[src/rtl/sync_gen_pkg.sv]
package sync_gen_pkg;

    localparam int MF_LEN = 4;
    localparam int MF_W   = $clog2(MF_LEN);

    typedef enum logic {
        DISC_FRAME = 1'b0,
        DISC_MULTI = 1'b1
    } disc_rate_e;

    typedef struct packed {
        logic multi;
        logic frame;
    } pulse_pair_t;

    function automatic logic [MF_W-1:0] mf_step(input logic [MF_W-1:0] m);
        return (int'(m) == MF_LEN - 1) ? '0 : m + 1'b1;
    endfunction

endpackage

[src/rtl/sgen_edge_det.sv]
module sgen_edge_det (
    input  logic clk,
    input  logic rst,
    input  logic sync_in,
    output logic rise_o
);
    logic prev_q;

    always_ff @(posedge clk) begin
        if (rst) prev_q <= 1'b0;
        else     prev_q <= sync_in;
    end

    assign rise_o = sync_in & ~prev_q;

endmodule

[src/rtl/sgen_counters.sv]
module sgen_counters
    import sync_gen_pkg::*;
#(
    parameter int CNT_W = 16
) (
    input  logic             clk,
    input  logic             rst,
    input  logic [CNT_W-1:0] div_eff,
    input  logic             realign,
    input  logic             realign_mf,
    output logic [CNT_W-1:0] fcnt_o,
    output logic [MF_W-1:0]  mcnt_o
);
    logic [CNT_W-1:0] fcnt_q;
    logic [MF_W-1:0]  mcnt_q;
    logic             at_end;

    assign at_end = (fcnt_q >= div_eff - 1'b1);

    always_ff @(posedge clk) begin
        if (rst) begin
            fcnt_q <= '0;
            mcnt_q <= '0;
        end else if (realign) begin
            fcnt_q <= '0;
            mcnt_q <= realign_mf ? '0 : mf_step(mcnt_q);
        end else if (at_end) begin
            fcnt_q <= '0;
            mcnt_q <= mf_step(mcnt_q);
        end else begin
            fcnt_q <= fcnt_q + 1'b1;
        end
    end

    assign fcnt_o = fcnt_q;
    assign mcnt_o = mcnt_q;

    // the frame phase always restarts after its last cycle
    p_frame_wrap_r1: assert property (@(posedge clk) disable iff (rst)
        at_end |=> (fcnt_q == '0));

    // the multiframe phase rolls over after its fourth frame
    p_mf_roll_r2: assert property (@(posedge clk) disable iff (rst)
        (at_end && !realign && int'(mcnt_q) == MF_LEN - 1) |=> (mcnt_q == '0));

    // frame-rate realignment keeps the multiframe moving
    p_realign_frame_r6: assert property (@(posedge clk) disable iff (rst)
        (realign && !realign_mf) |=> (fcnt_q == '0 && mcnt_q != $past(mcnt_q)));

    // multiframe-rate realignment restarts both phases
    p_realign_multi_r7: assert property (@(posedge clk) disable iff (rst)
        (realign && realign_mf) |=> (fcnt_q == '0 && mcnt_q == '0));

endmodule

[src/rtl/sgen_shaper.sv]
module sgen_shaper
    import sync_gen_pkg::*;
#(
    parameter int CNT_W = 16
) (
    input  logic             clk,
    input  logic             rst,
    input  logic             pol,
    input  logic [CNT_W-1:0] width_eff,
    input  logic [CNT_W-1:0] fcnt,
    input  logic [MF_W-1:0]  mcnt,
    output logic             fsync_o,
    output logic             mfsync_o
);
    localparam int N_OUT = 2;

    pulse_pair_t       act;
    logic [N_OUT-1:0]  act_v;
    logic [N_OUT-1:0]  out_q;

    always_comb begin
        act.frame = (fcnt < width_eff);
        act.multi = act.frame && (mcnt == '0);
        act_v     = {act.multi, act.frame};
    end

    always_ff @(posedge clk) begin
        for (int i = 0; i < N_OUT; i++) begin
            if (rst) out_q[i] <= pol;
            else     out_q[i] <= act_v[i] ^ pol;
        end
    end

    assign fsync_o  = out_q[0];
    assign mfsync_o = out_q[1];

    // multiframe active implies frame active
    p_mf_inside_frame_r2: assert property (@(posedge clk) disable iff (rst)
        (mfsync_o != pol) |-> (fsync_o != pol));

    // reset forces the idle level on both outputs
    p_idle_in_reset_r5: assert property (@(posedge clk)
        rst |=> (fsync_o == $past(pol) && mfsync_o == $past(pol)));

endmodule

[src/rtl/sync_pulse_gen.sv]
module sync_pulse_gen
    import sync_gen_pkg::*;
#(
    parameter int CNT_W = 16,
    parameter int WID_W = 8
) (
    input  logic             clk,
    input  logic             rst,
    input  logic [CNT_W-1:0] cfg_div,
    input  logic [WID_W-1:0] cfg_width,
    input  logic             cfg_pol,
    input  logic             disc_en,
    input  logic             disc_rate,
    input  logic             sync_in,
    output logic             fsync_o,
    output logic             mfsync_o
);
    localparam logic [CNT_W-1:0] MIN_DIV = CNT_W'(2);

    logic [CNT_W-1:0] div_eff;
    logic [CNT_W-1:0] width_ext;
    logic [CNT_W-1:0] width_eff;
    logic             rise;
    logic             realign;
    logic             realign_mf;
    logic [CNT_W-1:0] fcnt;
    logic [MF_W-1:0]  mcnt;

    // effective period and clamped width
    always_comb begin
        div_eff   = (cfg_div < MIN_DIV) ? MIN_DIV : cfg_div;
        width_ext = CNT_W'(cfg_width);
        if (width_ext == '0)          width_eff = CNT_W'(1);
        else if (width_ext >= div_eff) width_eff = div_eff - 1'b1;
        else                          width_eff = width_ext;
    end

    sgen_edge_det u_edge (
        .clk     (clk),
        .rst     (rst),
        .sync_in (sync_in),
        .rise_o  (rise)
    );

    assign realign    = disc_en & rise;
    assign realign_mf = (disc_rate_e'(disc_rate) == DISC_MULTI);

    sgen_counters #(.CNT_W(CNT_W)) u_cnt (
        .clk        (clk),
        .rst        (rst),
        .div_eff    (div_eff),
        .realign    (realign),
        .realign_mf (realign_mf),
        .fcnt_o     (fcnt),
        .mcnt_o     (mcnt)
    );

    sgen_shaper #(.CNT_W(CNT_W)) u_shape (
        .clk       (clk),
        .rst       (rst),
        .pol       (cfg_pol),
        .width_eff (width_eff),
        .fcnt      (fcnt),
        .mcnt      (mcnt),
        .fsync_o   (fsync_o),
        .mfsync_o  (mfsync_o)
    );

    // the clamped width always leaves an idle cycle in the frame
    p_width_clamp_r3: assert property (@(posedge clk) disable iff (rst)
        (width_eff != '0) && (width_eff < div_eff));

endmodule

[config.mk]
export PLATFORM = sky130hd
export DESIGN_NAME = sync_pulse_gen
export DESIGN_NICKNAME = d
export VERILOG_FILES = /design/src/rtl/sync_gen_pkg.sv /design/src/rtl/sgen_edge_det.sv /design/src/rtl/sgen_counters.sv /design/src/rtl/sgen_shaper.sv /design/src/rtl/sync_pulse_gen.sv
export SDC_FILE = /design/constraint.sdc
export NUM_CORES = 1
export LEC_CHECK = 0
export BUFFER_PORTS_ARGS = -buffer_cell sky130_fd_sc_hd__buf_2
export CAP_MARGIN = 30
export CORE_MARGIN = 8
export CORE_UTILIZATION = 30
export DETAILED_ROUTE_END_ITERATION = 10
export GPL_TIMING_DRIVEN = 0
export REMOVE_ABC_BUFFERS = 1
export SETUP_SLACK_MARGIN = 0.5
export SYNTH_ARGS = -nofsm -noshare
export SYNTH_HDL_FRONTEND = slang
export SYNTH_HIERARCHICAL = 1
export SYNTH_SLANG_ARGS = --single-unit
export TNS_END_PERCENT = 1
[constraint.sdc]
create_clock -name clk -period 9.7 [get_ports clk]
set_clock_uncertainty 0.1 [all_clocks]
set_input_delay 0.97 -clock clk [delete_from_list [all_inputs] [get_ports clk]]
set_output_delay 0.97 -clock clk [all_outputs]
set_load 0.005 [all_outputs]
## Word-level counts from Yosys, hierarchy flattened

Index checks and enable logic that the tools add are counted.
Widths: inputs -> output; s select.

- $add $sub $neg: 3
- $lt $le $gt $ge: 4
- Equal/unequal tests: 1
- Muxes and demuxes: 9
- Bitwise logic cells: 5
- Reduce and logical (&&, ||, !) cells: 5

Operators by type and width:

| kind | count |
|---|---|
| $mux 16 | 3 |
| $add 16x1->16 const B | 1 |
| $ge 16x16->1 | 1 |
| $ge 8x16->1 | 1 |
| $lt 16x16->1 | 1 |
| $lt 16x2->1 const B | 1 |
| $sub 16x1->16 const B | 1 |
| $logic_not 8->1 | 1 |
| $mux 2 | 4 |
| $reduce_or 3->1 | 1 |
| $add 2x1->2 const B | 1 |
| $and 1x1->1 | 2 |
| $eq 2x1->1 const B | 1 |
| $logic_not 2->1 | 1 |
| $mux 1 | 2 |
| $reduce_bool 2->1 | 1 |
| $xor 1x1->1 | 2 |
| $logic_and 1x1->1 | 1 |
| $not 1->1 | 1 |

- Bits in registers: 21
- Output and inout bits: 2
- Word-level logic and storage cells: 31

## Logic depth before layout (Yosys ltp)

- Depth after elaboration: 9
- Depth in mapped cells: 18

## By module

Netlist, hierarchy kept.

By module, submodules not included:

| module | instances | cells each | area an instance (um^2) | seq. area each (um^2) |
|---|---|---|---|---|
| sgen_counters | 1 | 159 | 1341.3 | 360.3 |
| sync_pulse_gen | 1 | 105 | 650.6 | 0.0 |
| sgen_shaper | 1 | 62 | 481.7 | 40.0 |
| sgen_edge_det | 1 | 3 | 47.5 | 20.0 |

## Worst setup path after synthesis

OpenSTA, ideal clock, no wires.

- Path kind: input to register
- Start: in cfg_div[4]
- End: reg u_cnt.fcnt_q[13], in the netlist u_cnt/fcnt_o[13]
- Arrival time: 4162 ps
- Required time: 9536 ps
- Path slack: 5374 ps
- Cell stages on the path: 17
- Path buffers: 2
- Path through: nor3_1 nand4_1 o21ai_0 inv_1 inv_1 nand4b_1 or3_1 clkbuf_1 nor2_1 xnor2_1 ha_1 a21oi_1 nor2_1 a2111oi_1 nand4b_1 buf_2 nor2_1

- Longest elaborated chain between the ends: 5

RTL lines:

| item | RTL line | source |
|---|---|---|
| start: declaration | sync_pulse_gen.sv:9 | `input logic [CNT_W-1:0] cfg_div,` |
| $lt 16x2->1 | sync_pulse_gen.sv:31 | `div_eff = (cfg_div < MIN_DIV) ? MIN_DIV : cfg_div;` |
| $mux 16 | sync_pulse_gen.sv:31 |  |
| via div_eff[0] | sync_pulse_gen.sv:20 | `logic [CNT_W-1:0] div_eff;` |
| $sub 16x1->16 | sgen_counters.sv:18 | `assign at_end = (fcnt_q >= div_eff - 1'b1);` |
| $ge 16x16->1 | sgen_counters.sv:18 |  |
| $reduce_or 3->1 (no source line) | - |  |
| end signal: assignment | sgen_counters.sv:31 | `fcnt_q <= fcnt_q + 1'b1;` |
| end: declaration | sgen_counters.sv:14 | `logic [CNT_W-1:0] fcnt_q;` |

The timed path passes the listed nets, and every way through them passes these cells.
A chain may end at the register's enable or synchronous reset.

## Worst setup path in the final report

- Start: in cfg_div[4]
- End: reg u_cnt.fcnt_q[0], in the netlist u_cnt/fcnt_o[0]

The elaborated chain is that of the path after synthesis.

==> flow_summary_export.csv <==
group,metric,value,unit
status,outcome,"finished, final reports clean",
detailed_routing,route.final.wire_length,5671,um
grt,grt_pass1_wl,9825,um
die,die_width,107.7,um
clocking,numClockSinks,21,
placement,place.port_buffers,31,
timing,setup_tns,0,ps
clocking,cts-buffers-inserted,3,
logic_synthesis,average_footprint_of_a_synthesized_cell,7.663,um2
pwr,power.share.sequential,44.6,%
die,floorplan.initialDensity,30.84,%
timing,hold_violations,0,
pwr,power.share.switching,29.30,%
logic_synthesis,synth.cell_area,2521,um2
timing,achievable-frequency,188.3,MHz
critical_path,slowest_stage,"nand4b_1",
pwr,p_per_area,73.34,nW/um2
placement,finalWeightedCongestion,0.8388,
grt,grt_use_total,10.14,%
clocking,cts_htree_levels,1,
placement,placed_cells,448,
timing,finalCritPeriodShare,54.75,%
critical_path,end_kind,"register",
layout,layoutNonFillerInstCount,452,
pwr,p_switching,0.00005972,W
logic_synthesis,ys_seq_area_share,16.67,%
die,die_area,11590,um2
grt,antenna_found_initial,0,
clocking,cts_clk_pin_slew_worst_paths,70,ps
pwr,power.leakage,1.198,nW
logic_synthesis,synth-seq-cells,21,
critical_path,critical-path-top-delay-family,"simple AND/OR/NAND/NOR gates",
clocking,cts-resized-gates,0,
critical_path,crit_path_start_kind,"primary input",
timing,maxSlewViolCount,0,
logic_synthesis,ys_dominant_reg_cell,"dfxtp_1",
grt,globalRoute.totalOverflow,0,
layout,stdcell_area,2779,um2
grt,grt_start_max_net_pins,17,
placement,dpl.hpwl,4869,um
clocking,clock_tree.buffer_depth,2,
critical_path,worst-setup-path-type,"primary input to register",
placement,placed_area,2734,um2
worst_hold_path,worstHoldPathType,"register to register",
clocking,clk-insertion-delay-late,250,ps
pwr,total_power,0.0002038,W
die,core-area,8175,um2
clocking,tritoncts,"yes",
critical_path,critical-path-max-stage-delay,650,ps
timing,setup_viol,0,
layout,antenna_cells_inserted,0,
critical_path,worstPathMaxFanout,16,
grt,first_global_vias,2250,
detailed_routing,route.detailed.vias_per_inst,4.962,
pwr,power.share.clock,27.4,%
layout,layout_area_overhead,10.22,%
timing,post-route-min-period,5310,ps
detailed_routing,detail_route.drc_violations,0,
critical_path,cp.arrival,5380,ps
clocking,hold_buffer_count_at_cts,0,
layout,layout.filler_cells,877,
critical_path,cp.buffers_inverters,3,
clocking,ctsRootBufferMaster,"clkbuf_8",
detailed_routing,drtAntennaViolNets,0,
logic_synthesis,fraction_of_registers_with_async_set_or_reset_after_synthesis,0,%
timing,worst_slack,4390,ps
pwr,combinationalPowerShare,28.0,%
layout,nets,421,
detailed_routing,routedWlPerCell,12.55,um
layout,layout_commonest_cell,"ha_1",
clocking,postCtsSetupRepairBufs,0,
die,die_height,107.7,um
logic_synthesis,synth_cell_type_count,57,
logic_synthesis,synthesis.instances,329,
detailed_routing,drtIter0Drc,67,
logic_synthesis,synthesis.yosys.warnings,6,
critical_path,required,9770,ps
timing,max-slew-margin-rel,48.10,%
die,row_count,33,
layout,final_layout_size_suffix_gt1_share,13.54,%
pwr,vdd.ir_drop.worst,0.00004657,V
logic_synthesis,synth_enable_flop_cells,0,
die,num_io_pins,32,
timing,unrepaired_setup_endpoints_after_global_routing,"no",
detailed_routing,via_count,2243,
timing,timing_worst_slew_pin_value,775.6,ps
flow_run,drv_cap,0,
critical_path,cp_cell_sequence,"buf_2 -> nor3_1 -> nand4_1 -> o21ai_0 -> inv_1 -> inv_1 -> ha_1 -> nand2_1 -> or2_2 -> nor3_1 -> xnor2_1 -> ha_1 -> nand2_1 -> nor2_1 -> a2111oi_1 -> nand4b_1 -> nor2_1",
detailed_routing,initial_drt_pass_iterations,4,
placement,dpl_worst_slack,4146,ps
layout,final_cell_mix,"43 x ha_1, 39 x nor2_1, 31 x buf_2",
pwr,internal-power,0.0001441,W
[final timing paths]
| check | startpoint | endpoint | slack (ps) | cells past startpoint |
|---|---|---|---|---|
| hold reg to reg | u_cnt/fcnt_o[0] | u_cnt/fcnt_o[0] | 390 | 1 |
| setup / recovery | cfg_div[4] | u_cnt/fcnt_o[0] | 4390 | 17 |
| setup reg to reg | u_cnt/fcnt_o[13] | u_cnt/fcnt_o[0] | 7150 | 6 |
| hold / removal | u_cnt/fcnt_o[0] | u_cnt/fcnt_o[0] | 390 | 1 |
[worst register-to-register path, stage by stage, from the launching register on]
cell	delay [ps]
dfxtp_1	440
ha_1	280
a21oi_1	160
nor2_1	60
a2111oi_1	520
nand4b_1	650
nor2_1	260
[flip-flops by register name, indices dropped and copies added (netlist names)]
register,flops
u_cnt/mcnt_o,2
u_cnt/fcnt_o,16
u_shape/out_q,2
u_edge/prev_q,1
[power by group through the flow]
stage / clock network (W) / registers (W) / logic [W]
2_1_floorplan: 0 / 0.0000927 / 0.0000362
5_1_grt: 0.0000644 / 0.0000913 / 0.0000652
3_5_place_dp: 0 / 0.0000929 / 0.0000575
6_report: 0.0000559 / 0.0000908 / 0.0000571
4_1_cts: 0.0000592 / 0.0000909 / 0.0000579
3_3_place_gp: 0 / 0.0000928 / 0.0000559
[cell families (layout without fill, tap and decap cells)]
logic type / Yosys count / in the layout / synth area share [%]
other cells: 1 / 4 / 0.1487
flops: 21 / 21 / 16.67
xor+xnor: 34 / 34 / 11.81
mux: 3 / 3 / 1.241
compound gates: 43 / 43 / 12.26
buf+inv: 49 / 64 / 7.692
simple gates: 135 / 135 / 28.83
fa+ha+maj: 43 / 43 / 21.34
[synthesized netlist by cell type, types with 7 or more instances]
master | n | area [um2]
dfxtp_1 | 21 | 420.4
nor2_1 | 39 | 146.4
o21ai_0 | 7 | 35.03
nand4_1 | 8 | 50.05
ha_1 | 43 | 538.0
xor2_1 | 13 | 113.9
nand2_1 | 26 | 97.59
nand3_1 | 18 | 90.09
a21oi_1 | 13 | 65.06
xnor2_1 | 21 | 183.9
inv_1 | 29 | 108.9
clkbuf_1 | 17 | 63.81
nor3_1 | 15 | 75.07
[metrics by stage]
stage | hold WS [ps] | utilization [%]
6_report | 392.9 | 33.99
5_1_grt | 421.3 | 33.99
4_1_cts | 400.5 | 33.99
3_5_place_dp | 389.0 | 33.44
3_3_place_gp | 368.8 | 33.44
2_1_floorplan | 341.2 | -
[cell type report]
| cell class | count | area [um2] | area share (%) |
|---|---|---|---|
| sequential | 21 | 420.4 | 15.13 |
| timing repair buffer | 31 | 155.1 | 5.583 |
| clock buffer | 4 | 45.04 | 1.621 |
| multi-input combinational | 262 | 1918 | 69.02 |
| inverter | 29 | 108.9 | 3.917 |
| tap | 105 | 131.4 | 4.728 |
[per-layer routing]
metal	track usage [%]	vias to the layer above	part of all wire [%]
met5	0	-	0
met4	2.279	0	1.3
met3	1.856	6	2.6
li1	-	1176	-
met2	19.25	26	52
met1	11.28	1035	44
No activity file was read; power rests on OpenSTA's default activity.
